<file path="config.mk">
export PLATFORM = sky130hd
export DESIGN_NAME = tmr_chan
export DESIGN_NICKNAME = d
export VERILOG_FILES = /design/src/rtl/tmr_chan.sv
export SDC_FILE = /design/constraint.sdc
export NUM_CORES = 1
export LEC_CHECK = 0
export BUFFER_PORTS_ARGS = -buffer_cell sky130_fd_sc_hd__buf_2
export CORE_ASPECT_RATIO = 1.75
export CORE_MARGIN = 2
export CORE_UTILIZATION = 41
export CTS_CLUSTER_SIZE = 16
export DETAILED_ROUTE_END_ITERATION = 8
export GPL_TIMING_DRIVEN = 1
export PLACE_DENSITY_LB_ADDON = 0.12
export SYNTH_ARGS = -nofsm -noshare
export SYNTH_HDL_FRONTEND = slang
export SYNTH_SLANG_ARGS = --single-unit
</file>
<file path="constraint.sdc">
create_clock -name clk -period 3.5 [get_ports clk]
set_clock_uncertainty 0.05 [all_clocks]
set_input_delay 0.525 -clock clk [delete_from_list [all_inputs] [get_ports clk]]
set_output_delay 0.525 -clock clk [all_outputs]
set_load 0.1 [all_outputs]
</file>
<file path="src/rtl/tmr_chan.sv">
module tmr_chan #(
  parameter int CW = 16
) (
  input  logic          clk,
  input  logic          rst_n,
  input  logic [CW-1:0] cnt_val,
  input  logic          cnt_ovf,
  input  logic          pin_in,
  input  logic          cfg_wr,
  input  logic [5:0]    cfg_wdata,
  input  logic          cmp_wr,
  input  logic [CW-1:0] cmp_wdata,
  input  logic          flag_clr,
  output logic          pin_out,
  output logic          pin_timer,
  output logic [CW-1:0] cap_val,
  output logic          chan_flag
);

  logic          msb_q, msa_q, elsb_q, elsa_q, tov_q, maxd_q;
  logic [CW-1:0] cmp_shadow, cmp_act, cap_q;
  logic          s1, s2, s3;
  logic [1:0]    fill;
  logic          out_q, max_eff, flag_q;

  wire [1:0] els      = {elsb_q, elsa_q};
  wire       pre_mode = (els == 2'b00);
  wire       cap_mode = !pre_mode && !msb_q && !msa_q;
  wire       buf_mode = !pre_mode && msb_q;
  wire       cmp_mode = !pre_mode && (msb_q || msa_q);
  wire       armed    = (fill == 2'd2);
  wire       rise     = s2 & ~s3;
  wire       fall     = ~s2 & s3;
  wire       cap_hit  = cap_mode && armed && ((elsa_q && rise) || (elsb_q && fall));
  wire       match    = cmp_mode && (cnt_val == cmp_act);
  wire       ovf_tog  = cmp_mode && tov_q && cnt_ovf;

  always_ff @(posedge clk or negedge rst_n)
    if (!rst_n) {msb_q, msa_q, elsb_q, elsa_q, tov_q, maxd_q} <= '0;
    else if (cfg_wr) {msb_q, msa_q, elsb_q, elsa_q, tov_q, maxd_q} <= cfg_wdata;

  always_ff @(posedge clk or negedge rst_n)
    if (!rst_n) begin
      {s1, s2, s3} <= '0;
      fill <= '0;
    end else begin
      s1 <= pin_in;
      s2 <= s1;
      s3 <= s2;
      if (!cap_mode) fill <= '0;
      else if (!armed) fill <= fill + 2'd1;
    end

  always_ff @(posedge clk or negedge rst_n)
    if (!rst_n) begin
      cmp_shadow <= '0;
      cmp_act    <= '0;
    end else begin
      if (cmp_wr) cmp_shadow <= cmp_wdata;
      if (cmp_wr && !buf_mode) cmp_act <= cmp_wdata;
      else if (buf_mode && cnt_ovf) cmp_act <= cmp_shadow;
    end

  always_ff @(posedge clk or negedge rst_n)
    if (!rst_n) out_q <= 1'b1;
    else if (pre_mode) out_q <= ~msa_q;
    else if (ovf_tog) out_q <= ~out_q;
    else if (match)
      case (els)
        2'b01:   out_q <= ~out_q;
        2'b10:   out_q <= 1'b0;
        default: out_q <= 1'b1;
      endcase

  always_ff @(posedge clk or negedge rst_n)
    if (!rst_n) max_eff <= 1'b0;
    else if (cnt_ovf) max_eff <= maxd_q;

  always_ff @(posedge clk or negedge rst_n)
    if (!rst_n) flag_q <= 1'b0;
    else if (cap_hit || match) flag_q <= 1'b1;
    else if (flag_clr) flag_q <= 1'b0;

  always_ff @(posedge clk or negedge rst_n)
    if (!rst_n) cap_q <= '0;
    else if (cap_hit) cap_q <= cnt_val;

  assign pin_out   = out_q | (cmp_mode & ~tov_q & max_eff);
  assign pin_timer = !pre_mode;
  assign cap_val   = cap_q;
  assign chan_flag = flag_q;

endmodule

</file>
# Yosys cells after proc, flatten, opt, wreduce, memory -nomap -nowiden
# Index checks and enable logic that the tools add are counted.
[word_totals] regBits=62 out_inout_bits=19
[op_classes] add_sub_neg=1 eq_ne=5 n_mux=10 bitwise_logic=10 reduce_logical=24
[op_table] op="two-way mux 16 bit" n=2
[op_table] op="equality test 16 bit" n=1
[op_table] op="logical AND 1 bit" n=13
[op_table] op="two-way mux 1 bit" n=5
[op_table] op="inverter 1 bit" n=5
[op_table] op="bitwise AND 1 bit" n=4
[op_table] op="equality test 2 bit, second input constant" n=2
[op_table] op="zero test 1 bit" n=4
[op_table] op="two-way mux 2 bit" n=2
[op_table] op="nonzero test 2 bit" n=2
[op_table] op="logical OR 1 bit" n=3
[op_table] op="nonzero test 3 bit" n=1
[op_table] op="adder 2 x 1 -> 2 bit, second input constant" n=1
[op_table] op="equality test 2 x 1 -> 1 bit, second input constant" n=1
[op_table] op="zero test 2 bit" n=1
[op_table] op="inequality test 2 bit, second input constant" n=1
[op_table] op="case mux 1 bit (2 select lines)" n=1
[op_table] op="bitwise OR 1 bit" n=1

# Depth between registers and ports, before layout
[depth] depth_word=8 depth_mapped=7 ltp_nobuf=5

# Worst setup path before layout
# OpenSTA, ideal clock, no wires.
[synth_path] path_kind="register to output" startpoint="reg msb_q" endpoint="out pin_out" arrival_ns=1.111 required_time_ns=2.925 slack_ns=1.814 stages_incl_launch_ff=4 n_path_buf=1 cell_sequence="dfrtp_1 -> buf_4 -> o22a_1 -> a31o_2"
[synth_between] elab_chain_cells=5
[synth_rtl] item="start, declared" line_no="20" text="logic msb_q, msa_q, elsb_q, elsa_q, tov_q, maxd_q;"
[synth_rtl] item="start signal, assigned" line_no="40" text="else if (cfg_wr) {msb_q, msa_q, elsb_q, elsa_q, tov_q, maxd_q} <= cfg_wdata;"
[synth_rtl] item="logical OR 1 bit" line_no="30" text="wire cmp_mode = !pre_mode && (msb_q || msa_q);"
[synth_rtl] item="logical AND 1 bit" line_no="30"
[synth_rtl] item="bitwise AND 1 bit (2 in series)" line_no="88" text="assign pin_out = out_q | (cmp_mode & ~tov_q & max_eff);"
[synth_rtl] item="bitwise OR 1 bit" line_no="88"
[synth_rtl] item="end, declared" line_no="14" text="output logic pin_out,"
# Every way passes these cells.

# Final worst setup path
# Ends and elaborated chain as after synthesis.

==> out/metrics.csv <==
stage;metric;value;unit
pwr;netSwitchingPower;685;µW
cts;cts_buffer_depth;2;
pwr;p_sw_share;31.5;%
cts;post_cts_buffers;0;
place;place_congestion;0.794;
sta;max_freq;457;MHz
worst_setup_path;reg2reg_from;msb_q;
synthesis;ys_ff_latch;62;
global_routing;grt_max_degree;47;
synthesis;synth_seq_area_share;55.4;%
pwr;power.internal;1.49;mW
pwr;p_seq_share;40.8;%
synthesis;yosysTopAreaCellShare;54.5;%
worst_setup_path;start_kind;flop;
cts;cts_tree;built;
global_routing;gr-usage-met3;5.03;%
cts;cts_buffers;9;
detailed_routing;via_per_inst;4.98;
pwr;clock_power_share;36.5;%
worst_hold_path;min_path_cells;1;
pwr;leakage;1.63;nW
place;place_area;3140;µm²
sta;report.final.slew_viol_count;0;
sta;min_period_over_period;62.6;%
detailed_routing;wl;5770;µm
run;maxCapViolCount;0;
synthesis;synth_cell_types;35;
worst_setup_path;reg2reg_depth;3;
worst_setup_path;r2r_slack;1.47;ns
worst_setup_path;critPathCapture;pin_out;
synthesis;synth-edff-count;0;
cts;clk_latency;0.32;ns
worst_setup_path;r2r-end;cap_val[13];
place;io_buffers;63;
cts;path_clk_slew;0.05;ns
final_layout;multi_input_area;1150;µm²
floorplan;dieArea;7540;µm²
cts;htree_levels;3;
detailed_routing;drc;0;
cts;cts_root_buffer;clkbuf_16;
sta;relSlewSlack;30.8;%
worst_setup_path;cpMaxStageDelayCell;dfrtp_1;
final_layout;fillers;631;
final_layout;regArea;1550;µm²
global_routing;grt_usage;17.1;%
worst_hold_path;hold_path.class;in -> reg;
floorplan;die_y;113;µm
final_layout;diodes;0;
synthesis;async_flop_share;100;%
detailed_routing;vias;1893;
floorplan;rows;39;
worst_setup_path;cp.arrival;1.61;ns
worst_setup_path;max_stage_delay;0.49;ns
synthesis;yosys.area.top_type;dfrtp_1;
pwr;powerDensity;638;nW/µm²
detailed_routing;routedWlPerCell;15.2;µm
global_routing;use_met1;20.6;%
detailed_routing;drt-initial-drc-count;106;
sta;worst-slew-pin-transition;1.04;ns
synthesis;synthesis.nets;276;
sta;rsz0062_at_grt;false;
floorplan;num_io_pins;64;
global_routing;met2_usage;28.3;%
synthesis;synthTopCellsByArea;dfrtp_1 54%, mux2_2 15%, nand2_1 4.8%, xnor2_1 4.4%, nor2_1 2.1%;
cts;clock_sinks;62;
synthesis;ys_warn_count;0;
worst_setup_path;crit_chain;o22a_1, a31o_2, buf_2;
final_layout;final_nets;340;
pwr;ir_drop;0.281;mV
synthesis;synth-main-ff-cell;dfrtp_1;
synthesis;avgSynthCellArea;12.2;µm²
global_routing;grt_pass1_vias;1990;
final_layout;areaGrowthSynthToFinish;21.8;%
global_routing;antenna_found_initial;0;
worst_setup_path;cp-end-kind;primary output;
synthesis;netlist_instances;230;
final_layout;layout-drive-gt1-share;44.0;%
worst_setup_path;crit_start;msb_q;
global_routing;grt_pass1_wl;9670;µm
worst_setup_path;critPathMaxFanout;8;
detailed_routing;final_antenna_net_count;0;
global_routing;grt_overflow_total;0;
detailed_routing;dr.pass1.iters;4;
run_status;status;completed;
floorplan;start_util;42.5;%
sta;setup_tns;0;ns
worst_setup_path;critical_path_class;reg -> out;
worst_setup_path;crit_required;2.92;ns
synthesis;syn_area;2800;µm²
floorplan;fp.dieW;66.5;µm
floorplan;coreArea;6590;µm²
sta;finalSetupViolations;0;
cts;hold_buffers;0;
cts;cts_resized;0;
place;hpwl;4240;µm
sta;fin_crit;2.19;ns
global_routing;top_usage_layer;met2;
sta;timing_hold_violations_final;0;
final_layout;fin_area;3410;µm²
pwr;comb_power_share;22.8;%
cell usage after synthesis, types with 2 or more instances:
library cell / number
a21oi_1: 4
a22oi_2: 4
a31oi_1: 6
a31oi_2: 3
buf_2: 4
buf_4: 2
buf_6: 3
clkbuf_1: 2
dfrtp_1: 61
inv_1: 3
mux2_2: 38
nand2_1: 36
nand3_1: 2
nand3b_1: 2
nand4_1: 3
nor2_1: 16
nor3_2: 4
o21ai_0: 3
o22ai_1: 3
xnor2_1: 14
xor2_1: 3
layout by cell type, fill, tap and decap left out, types with 4 or more instances in the layout:
cell type   n
nor3_2      4
buf_2      63
nor2_1     16
a22oi_2     4
mux2_2     38
a21oi_1     4
a31oi_1     6
xnor2_1    14
dfrtp_1    61
nand2_1    36
clkbuf_16   9
final cells by class:
class / count / area share (%)
clock buffers: 14 / 7.73
clock inverters: 1 / 0.147
inverters: 3 / 0.330
multi-input cells: 153 / 33.6
flip-flops and latches: 62 / 45.5
well taps: 82 / 3.01
repair buffers: 65 / 9.68
kinds of logic after synthesis:
kind of cell	count (synthesis)	synth area share [%]
flip-flops	62	55.4
XOR/XNOR	17	5.31
buffers and inverters	15	3.66
multiplexers	39	15.7
AO/OA/AOI/OAI	27	7.99
AND/OR/NAND/NOR	69	11.5
adder cells (fa/ha/maj)	1	0.446
per-layer routing:
layer	wire length, µm	vias to the layer above
met2	2990	43
met1	2420	927
met4	99	0
met5	0	-
met3	259	7
li1	-	916
power by group through the flow:
stage / clock [mW] / combinational, mW / sequential, mW
2_1_floorplan: 0 / 0.263 / 1.02
3_3_place_gp: 0 / 0.498 / 0.897
3_5_place_dp: 0 / 0.500 / 0.900
4_1_cts: 0.814 / 0.503 / 0.889
5_1_grt: 0.854 / 0.535 / 0.902
6_report: 0.794 / 0.496 / 0.888
how the worst min path moves through the flow:
stage | from | end | slack, ns
final | pin_in | s1 | 0.26
after global routing | pin_in | s1 | 0.25
after CTS | pin_in | s1 | 0.26
after detailed placement | s1 | s2 | 0.29
after global placement | s1 | s2 | 0.29
after floorplan | rst_n | cap_val[0] | 0.18
stage by stage:
stage               std cells  power, mW  hold slack [ns]  setup slack (ns)  util, %
global route              380       2.29            0.253              1.24     51.8
detailed placement        365       1.40            0.292              1.46     47.7
CTS                       380       2.21            0.255              1.30     51.8
finish                    380       2.18            0.258              1.31     51.8
floorplan                 230       1.28            0.179              1.81        -
global placement          365       1.39            0.294              1.50     47.7
critical path: cells and delay by family (launching register included):
family                 cells  cell delay (ns)
AO/OA/AOI/OAI              2             0.39
buffers and inverters      1             0.41
flip-flops                 1             0.49
sequential cells by signal, summed over array words and instances, names as in the netlist, 2 cells and up:
name and count:
cap_val 16, cmp_shadow 16, cmp_act 16, fill 2
(Power assumes the default switching activity.)
